[config.mk]
export PLATFORM = sky130hd
export DESIGN_NAME = cla4_lookahead_slice
export DESIGN_NICKNAME = d
export VERILOG_FILES = /design/src/rtl/cla4_pkg.sv /design/src/rtl/cla_bit_gp.sv /design/src/rtl/cla_carry_net.sv /design/src/rtl/cla_group_terms.sv /design/src/rtl/cla_sum_stage.sv /design/src/rtl/cla4_lookahead_slice.sv
export SDC_FILE = /design/constraint.sdc
export NUM_CORES = 1
export LEC_CHECK = 0
export BUFFER_PORTS_ARGS = -buffer_cell sky130_fd_sc_hd__clkbuf_2
export CORE_AREA = 2 2 39 41
export DETAILED_ROUTE_END_ITERATION = 16
export DIE_AREA = 0 0 41 43
export PLACE_DENSITY_LB_ADDON = 0.25
export SETUP_SLACK_MARGIN = 0.15
export SLEW_MARGIN = 40
export SYNTH_ARGS = -nofsm -noshare
export SYNTH_HDL_FRONTEND = slang
export SYNTH_SLANG_ARGS = --single-unit
export TNS_END_PERCENT = 50
[constraint.sdc]
create_clock -name vclk -period 1.7
set_input_delay 0.17 -clock vclk [all_inputs]
set_output_delay 0.17 -clock vclk [all_outputs]
set_load 0.01 [all_outputs]
[src/rtl/cla4_pkg.sv]
package cla4_pkg;

    localparam int SLICE_W = 4;

    typedef struct packed {
        logic gen;
        logic prop;
    } gp_pair_t;

    // Per-bit carry behaviour: produce a carry, or pass one through.
    function automatic gp_pair_t bit_gp(input logic x, input logic y);
        gp_pair_t r;
        r.gen  = x & y;
        r.prop = x | y;
        return r;
    endfunction

endpackage

[src/rtl/cla_bit_gp.sv]
module cla_bit_gp
    import cla4_pkg::*;
#(
    parameter int WIDTH = SLICE_W
) (
    input  logic [WIDTH-1:0]     a_i,
    input  logic [WIDTH-1:0]     b_i,
    output gp_pair_t [WIDTH-1:0] gp_o
);

    for (genvar i = 0; i < WIDTH; i++) begin : g_bit
        assign gp_o[i] = bit_gp(a_i[i], b_i[i]);
    end

endmodule

[src/rtl/cla_carry_net.sv]
module cla_carry_net
    import cla4_pkg::*;
#(
    parameter int WIDTH = SLICE_W
) (
    input  gp_pair_t [WIDTH-1:0] gp_i,
    input  logic                 cin_i,
    output logic [WIDTH:0]       carry_o
);

    // Each carry is an independent flat sum of products over g, p and cin.
    always_comb begin
        logic acc;
        logic term;
        logic chain;
        carry_o[0] = cin_i;
        for (int i = 0; i < WIDTH; i++) begin
            acc = 1'b0;
            for (int j = 0; j <= i; j++) begin
                term = gp_i[j].gen;
                for (int k = j + 1; k <= i; k++) begin
                    term = term & gp_i[k].prop;
                end
                acc = acc | term;
            end
            chain = cin_i;
            for (int k = 0; k <= i; k++) begin
                chain = chain & gp_i[k].prop;
            end
            carry_o[i+1] = acc | chain;
        end
    end

endmodule

[src/rtl/cla_group_terms.sv]
module cla_group_terms
    import cla4_pkg::*;
#(
    parameter int WIDTH = SLICE_W
) (
    input  gp_pair_t [WIDTH-1:0] gp_i,
    output logic                 grp_gen_o,
    output logic                 grp_prop_o
);

    always_comb begin
        logic term;
        grp_gen_o  = 1'b0;
        grp_prop_o = 1'b1;
        for (int j = 0; j < WIDTH; j++) begin
            term = gp_i[j].gen;
            for (int k = j + 1; k < WIDTH; k++) begin
                term = term & gp_i[k].prop;
            end
            grp_gen_o  = grp_gen_o | term;
            grp_prop_o = grp_prop_o & gp_i[j].prop;
        end
    end

endmodule

[src/rtl/cla_sum_stage.sv]
module cla_sum_stage
    import cla4_pkg::*;
#(
    parameter int WIDTH = SLICE_W
) (
    input  logic [WIDTH-1:0] a_i,
    input  logic [WIDTH-1:0] b_i,
    input  logic [WIDTH-1:0] carry_i,
    output logic [WIDTH-1:0] sum_o
);

    // Propagate is an OR, so the half-sum is taken from the operands.
    for (genvar i = 0; i < WIDTH; i++) begin : g_sum
        assign sum_o[i] = a_i[i] ^ b_i[i] ^ carry_i[i];
    end

endmodule

[src/rtl/cla4_lookahead_slice.sv]
module cla4_lookahead_slice
    import cla4_pkg::*;
#(
    parameter int WIDTH = SLICE_W
) (
    input  logic [WIDTH-1:0] a_i,
    input  logic [WIDTH-1:0] b_i,
    input  logic             cin_i,
    output logic [WIDTH-1:0] sum_o,
    output logic             cout_o,
    output logic             grp_gen_o,
    output logic             grp_prop_o
);

    gp_pair_t [WIDTH-1:0] gp_w;
    logic [WIDTH:0]       carry_w;

    cla_bit_gp #(.WIDTH(WIDTH)) u_gp (
        .a_i (a_i),
        .b_i (b_i),
        .gp_o(gp_w)
    );

    cla_carry_net #(.WIDTH(WIDTH)) u_carry (
        .gp_i   (gp_w),
        .cin_i  (cin_i),
        .carry_o(carry_w)
    );

    cla_group_terms #(.WIDTH(WIDTH)) u_group (
        .gp_i      (gp_w),
        .grp_gen_o (grp_gen_o),
        .grp_prop_o(grp_prop_o)
    );

    cla_sum_stage #(.WIDTH(WIDTH)) u_sum (
        .a_i    (a_i),
        .b_i    (b_i),
        .carry_i(carry_w[WIDTH-1:0]),
        .sum_o  (sum_o)
    );

    assign cout_o = carry_w[WIDTH];

endmodule

==> metrics.cfg, run 1 <==
[run_status]
outcome = completed

[worst_setup_path]
required_ns = 1.53
cp_max_fo = 3
worstSetupPathType = in -> out
critPathArrivalTime_ns = 1.29
startpoint = a_i[0]
end_kind = output pin
worstSetupStartpointType = primary input
crit_path_end = cout_o

[sta]
rsz0062_at_grt = no
tns_ns = 0
finalCriticalPeriod_ns = 1.46
fin_crit_sh_pct = 85.8
whs_ns = 0.804
worst_pin_slew_ns = 0.252
maxSlewViolCount = 0
hold_viol_final = 0
max_slew_margin_pct = 83.1
fmax_mhz = 686
finalSetupViolations = 0

[placement]
place_area_um2 = 357
gp_congestion = 0.638
io_buffers = 16

[logic_synthesis]
synth-xor-area-share_pct = 10.2
synth_fp_nets = 50
synth_top_family_by_area = adder cells
post-synth-top-area-cell = ha_1
syn_area_per_cell_um2 = 8.02
synth_seq_area_share_pct = 0
ys.warnings.count = 0
syn_area_um2 = 256
synth_fa_ha_area_share_pct = 46.8
synth.top_cell.area_share_pct = 39.0
synth_compound_area_share_pct = 21.5
ys_types = 11
synthCells = 32
synth_area_leaders = ha_1 39%, inv_1 18%, o21bai_1 8.8%, fa_1 7.8%, xnor2_1 6.8%
synthMuxAreaShare_pct = 0
yosys.area_share.simple_pct = 3.90

[drt]
first_pass_iters = 4
drtIter0Drc = 1
routed_wl_um = 490
num_vias = 246
detail-route-antenna-nets = 0
vias_per_cell = 3.84
drc = 0
wire_per_inst_um = 7.66

[global_route]
grt_pass1_wl_um = 738
grt-ovfl-total = 0
grt_pass1_vias = 207
grt_max_degree = 5
grt_antenna_before_repair = 0
grt_use_total_pct = 5.40

[final_layout]
final.fill_count = 151
area_growth_pct = 48.8
seq_cells = 0
clkbuf_count = 0
fin_nets = 68
drive_gt1_share_pct = 43.8
diodes = 0
register_area_um2 = 0
final_cell_area_um2 = 382

[floorplanning]
die_h_um = 43
initial_utilization_pct = 18.5
die_x_um = 41
fp.dieArea_um2 = 1760
rows = 14
coreArea_um2 = 1380
io_pins = 16

[pwr]
p_leak_uw = 0.000222
max-vdd-ir-drop_uv = 83.7
power_per_cell_area_nw_per_um2 = 300

[cts]
post_cts_buffers = 0

[min_path]
min_path_type = in -> out

[run]
max_cap_viol_count = 0

## how the worst min path moves through the flow
stage / to / slack [ns] / start / cells past startpoint
after floorplan: sum_o[2] / 0.59 / b_i[2] / 3
after global placement: sum_o[2] / 0.79 / b_i[2] / 5
after detailed placement: sum_o[2] / 0.79 / b_i[2] / 5
after CTS: sum_o[2] / 0.79 / b_i[2] / 5
after global routing: sum_o[1] / 0.84 / a_i[1] / 5
final: sum_o[3] / 0.80 / b_i[3] / 5
## critical path: stages
cell and delay [ns]:
clkbuf_2 0.09, inv_1 0.06, ha_1 0.22, o41a_2 0.46, o21bai_1 0.14, clkbuf_2 0.15
## cell usage in the layout (no fill, tap or decap)
cell	synthesis	routed
a21oi_1	1	1
a221oi_2	1	1
buf_2	0	1
clkbuf_2	0	15
fa_1	1	1
ha_1	8	6
ha_4	0	2
inv_1	12	11
inv_2	0	1
nor2_1	1	1
nor4_1	1	1
o21bai_1	3	3
o41a_2	1	1
xnor2_1	2	2
xor2_1	1	1
## cells by family after synthesis
family	Yosys count
and+or+nand+nor	2
xor gates and xnor gates	3
AOI/OAI and AO/OA	6
adders and majority gates	9
buffers and inverters	12
## area by class of cell
class                      instances  area (um^2)  area share, %
inverter                          12         45.0           11.8
tap                               16         20.0           5.25
timing repair buffer              16         80.1           21.0
multi-input combinational         20          236           62.0
## synth_stat cells
cell type   n
ha_1        8
xor2_1      1
a221oi_2    1
xnor2_1     2
o41a_2      1
o21bai_1    3
fa_1        1
inv_1      12
nor2_1      1
a21oi_1     1
nor4_1      1
## stage by stage
step	total power (uW)	setup slack (ns)	instances	utilization, %
finish	114	0.242	64	27.6
global route	129	0.155	64	27.6
CTS	111	0.169	64	25.8
detailed placement	110	0.169	64	25.8
global placement	110	0.210	64	25.8
floorplan	66.2	0.395	32	-
## per-layer routing
layer	global-route usage, %	wire [um]
met5	0	0
met4	0	0
met3	0	39
met2	9.38	248
met1	7.62	203
## where the power goes
group | switching [uW] | internal (uW) | total [uW] | leakage, uW
sequential | 0 | 0 | 0 | 0
combinational | 57.8 | 56.6 | 114 | 0.000222
clock | 0 | 0 | 0 | 0
total | 57.8 | 56.6 | 114 | 0.000222
## repair_timing
item,in CTS,in global routing
setup endpoints to repair,0,2
gates resized for setup,0,6
hold buffers,0,0
No activity file was read; power rests on OpenSTA's default activity.
==> run 2, diff against run 1 <==
--- a/config.mk
+++ b/config.mk
@@ -9,10 +9,12 @@
 export CORE_AREA = 2 2 39 41
 export DETAILED_ROUTE_END_ITERATION = 16
 export DIE_AREA = 0 0 41 43
+export MAX_ROUTING_LAYER = met4
 export PLACE_DENSITY_LB_ADDON = 0.25
 export SETUP_SLACK_MARGIN = 0.15
 export SLEW_MARGIN = 40
 export SYNTH_ARGS = -nofsm -noshare
 export SYNTH_HDL_FRONTEND = slang
+export SYNTH_HIERARCHICAL = 1
 export SYNTH_SLANG_ARGS = --single-unit
 export TNS_END_PERCENT = 50
==> metrics.cfg, run 2 <==
[logic_synthesis]
synth_fp_nets = 33
ys_top_cells_by_count = 4 x a21o_1, 4 x and2_2, 4 x or2_1, 4 x xor3_1
ys.warnings.count = 6
syn_area_um2 = 223
syn_area_per_cell_um2 = 9.28
synthCells = 24
synth_area_leaders = xor3_1 43%, a21o_1 13%, and2_2 13%, or2_1 11%, a21oi_1 4.5%
post-synth-top-area-cell = xor3_1
ys_types = 10
synth.top_cell.area_share_pct = 42.7
synth_seq_area_share_pct = 0

[floorplanning]
rows = 14
die_h_um = 43
initial_utilization_pct = 16.1
io_pins = 16
fp.dieArea_um2 = 1760
die_x_um = 41
coreArea_um2 = 1380

[sta]
worst_pin_slew_ns = 0.120
tns_ns = 0
setup_ws_ns = 0.148
fmax_mhz = 644
finalCriticalPeriod_ns = 1.55
hold_viol_final = 0
max_slew_margin_pct = 92.0
maxSlewViolCount = 0
fin_crit_sh_pct = 91.3
rsz0062_at_grt = yes
finalSetupViolations = 0

[drt]
routed_wl_um = 460
drtIter0Drc = 1
wire_per_inst_um = 7.93
drc = 0
num_vias = 226
vias_per_cell = 3.90
first_pass_iters = 4
detail-route-antenna-nets = 0

[worst_setup_path]
critPathArrivalTime_ns = 1.38
required_ns = 1.53
cp_max_fo = 3
end_kind = output pin
worstSetupPathType = in -> out
worstSetupStartpointType = primary input

[global_route]
grt_use_total_pct = 5.77
grt_antenna_before_repair = 0
grt_pass1_vias = 199
grt_pass1_wl_um = 738
grt-ovfl-total = 0
grt_max_degree = 5

[final_layout]
final_cell_area_um2 = 338
fin_nets = 53
diodes = 0
area_growth_pct = 51.7
drive_gt1_share_pct = 54.8
clkbuf_count = 0
layout_commonest_cell = clkbuf_2
final_cell_mix = 15 x clkbuf_2, 4 x a21o_1, 4 x and2_2, 4 x or2_1, 4 x xor3_1
seq_cells = 0
register_area_um2 = 0
stdcell_count = 58

[pwr]
max-vdd-ir-drop_uv = 76.2
p_leak_uw = 0.000208
power_uw = 122
power_per_cell_area_nw_per_um2 = 362

[run]
max_cap_viol_count = 0

[placement]
place_area_um2 = 315
pre_cts_ws_ns = 0.133
dpl.cell_count = 55
gp_congestion = 0.588
hpwlAfterDp_um = 419
io_buffers = 16

[run_status]
outcome = completed

[min_path]
min_path_type = in -> out

[run 2: path summary, 6_finish.rpt]
| path | from | end | slack [ns] | cells after the start |
|---|---|---|---|---|
| hold / removal | cin_i | sum_o[0] | 0.69 | 3 |
| setup / recovery | a_i[0] | sum_o[3] | 0.15 | 7 |
[run 2: area by class of cell]
cell class	count	area, um^2
fillers	160	1050
multi-input cells	23	215
well taps	16	20.0
repair buffers	19	103
[run 2: per-layer routing]
metal / share of wire [%] / wire length [um] / GRT usage (%)
met5: 0 / 0 / -
met4: 0 / 0 / 0
met3: 2.4 / 11 / 0
met2: 63 / 289 / 10.3
met1: 34 / 158 / 7.44
[run 2: kinds of logic after synthesis]
logic type | after synthesis | synth area share [%]
AOI/OAI and AO/OA | 8 | 24.2
buffers and inverters | 1 | 3.37
and+or+nand+nor | 11 | 29.8
xor gates and xnor gates | 4 | 42.7
[run 2: repair_timing]
action	4_1_cts	5_1_grt
gates cloned	0	0
hold buffers	0	0
resized for setup	0	1
setup buffers	0	3
pin swaps	1	4
endpoints found under the setup margin	1	1
[run 2: critical path, stage by stage]
cell and delay [ns]:
clkbuf_2 0.10, or2_1 0.24, a21o_1 0.19, a21o_1 0.20, a21o_1 0.16, xor3_1 0.17
buf_2 0.15
[run 2: through the flow]
stage               utilization, %  hold WS, ns
floorplan                        -        0.575
global placement              22.8        0.703
detailed placement            22.8        0.699
CTS                           22.8        0.701
global route                  24.4        0.713
finish                        24.4        0.691
[run 2: power by group]
part / total, uW / switching [uW] / internal [uW] / leakage (uW)
registers: 0 / 0 / 0 / 0
clock network: 0 / 0 / 0 / 0
logic: 122 / 49.6 / 72.7 / 0.000208
total: 122 / 49.6 / 72.7 / 0.000208
==> run 3, diff against run 2 <==
==> constraint.sdc (replaced) <==
create_clock -name vclk -period 1.5
set_input_delay 0.15 -clock vclk [all_inputs]
set_output_delay 0.15 -clock vclk [all_outputs]
set_load 0.01 [all_outputs]
==> metrics.cfg, run 3 (synthesized netlist as in run 2, its figures left out) <==
[final_layout]
clkbuf_count = 0
layout_commonest_cell = clkbuf_2
fin_nets = 54
register_area_um2 = 0
seq_cells = 0
stdcell_count = 59
final_cell_area_um2 = 345
drive_gt1_share_pct = 55.8
diodes = 0
area_growth_pct = 55.1
final_core_util_pct = 25.0

[floorplanning]
io_pins = 16
fp.dieArea_um2 = 1760
coreArea_um2 = 1380
initial_utilization_pct = 16.1
die_h_um = 43
die_x_um = 41
rows = 14

[run]
max_cap_viol_count = 0

[worst_setup_path]
required_ns = 1.35
worstSetupStartpointType = primary input
end_kind = output pin
worstSetupPathType = in -> out
critPathArrivalTime_ns = 1.35
cp_max_fo = 3

[pwr]
power_uw = 141
p_leak_uw = 0.000211
max-vdd-ir-drop_uv = 86.9
power_per_cell_area_nw_per_um2 = 407

[drt]
detail-route-antenna-nets = 0
first_pass_iters = 1
wire_per_inst_um = 8.51
vias_per_cell = 4.00
drtIter0Drc = 0
routed_wl_um = 502
drc = 0
num_vias = 236

[global_route]
grt_max_degree = 5
grt_pass1_wl_um = 800
grt_use_total_pct = 6.08
grt_antenna_before_repair = 0
grt_pass1_vias = 216
grt-ovfl-total = 0

[sta]
finalCriticalPeriod_ns = 1.50
rsz0062_at_grt = yes
hold_viol_final = 0
worst_pin_slew_ns = 0.117
fmax_mhz = 665
setup_ws_ns = -0.00483
finalSetupViolations = 1
fin_crit_sh_pct = 100
max_slew_margin_pct = 92.2
maxSlewViolCount = 0

[placement]
io_buffers = 16
gp_congestion = 0.594
dpl.cell_count = 57
pre_cts_ws_ns = -0.00729
place_area_um2 = 330
hpwlAfterDp_um = 424

[run_status]
outcome = finished, violations left
violations = setup timing

[cts]
hold_buffers = 0

[min_path]
min_path_type = in -> out

-- run 3: cell count changes in the layout (fill, tap and decap cells not counted) --
cell,delta
buf_2,+2
clkbuf_2,-2
buf_4,+1
-- run 3: metrics by stage --
stage | hold slack [ns] | TNS [ns]
global route | 0.675 | -0.0807
CTS | 0.656 | -0.0122
global placement | 0.662 | 0
finish | 0.659 | -0.00483
detailed placement | 0.655 | -0.00729
floorplan | 0.535 | 0
-- run 3: metal layers --
layer	up-vias	wire (um)	GRT usage (%)
met3	0	13	0
li1	122	-	-
met4	0	0	0
met1	112	157	7.44
met5	-	0	-
met2	2	332	11.3
-- run 3: critical path, cell delays in order --
cell	delay [ns]
clkbuf_2	0.10
or2_1	0.24
a21o_1	0.19
a21o_1	0.17
a21o_1	0.18
xor3_1	0.17
buf_2	0.15
-- run 3: final timing paths --
path  startpoint       end  slack (ns)  cells past startpoint
max       a_i[0]  sum_o[3]      -0.005                      7
min        cin_i  sum_o[0]        0.66                      3
-- run 3: area by class of cell --
class,instances,area [um^2]
fill,172,1040
timing repair buffer,20,110
tap,16,20.0
multi-input combinational,23,215
-- run 3: what timing repair did --
item / CTS / global route
endpoints found under the hold margin: 0 / 0
buffers inserted: 0 / 2
resized for setup: 0 / 3
setup endpoints to repair: 3 / 3
pin swaps: 1 / 3
-- run 3: power by group --
group / switching, uW / leakage (uW) / internal, uW / total (uW)
clock: 0 / 0 / 0 / 0
combinational: 56.9 / 0.000211 / 83.7 / 141
sequential: 0 / 0 / 0 / 0
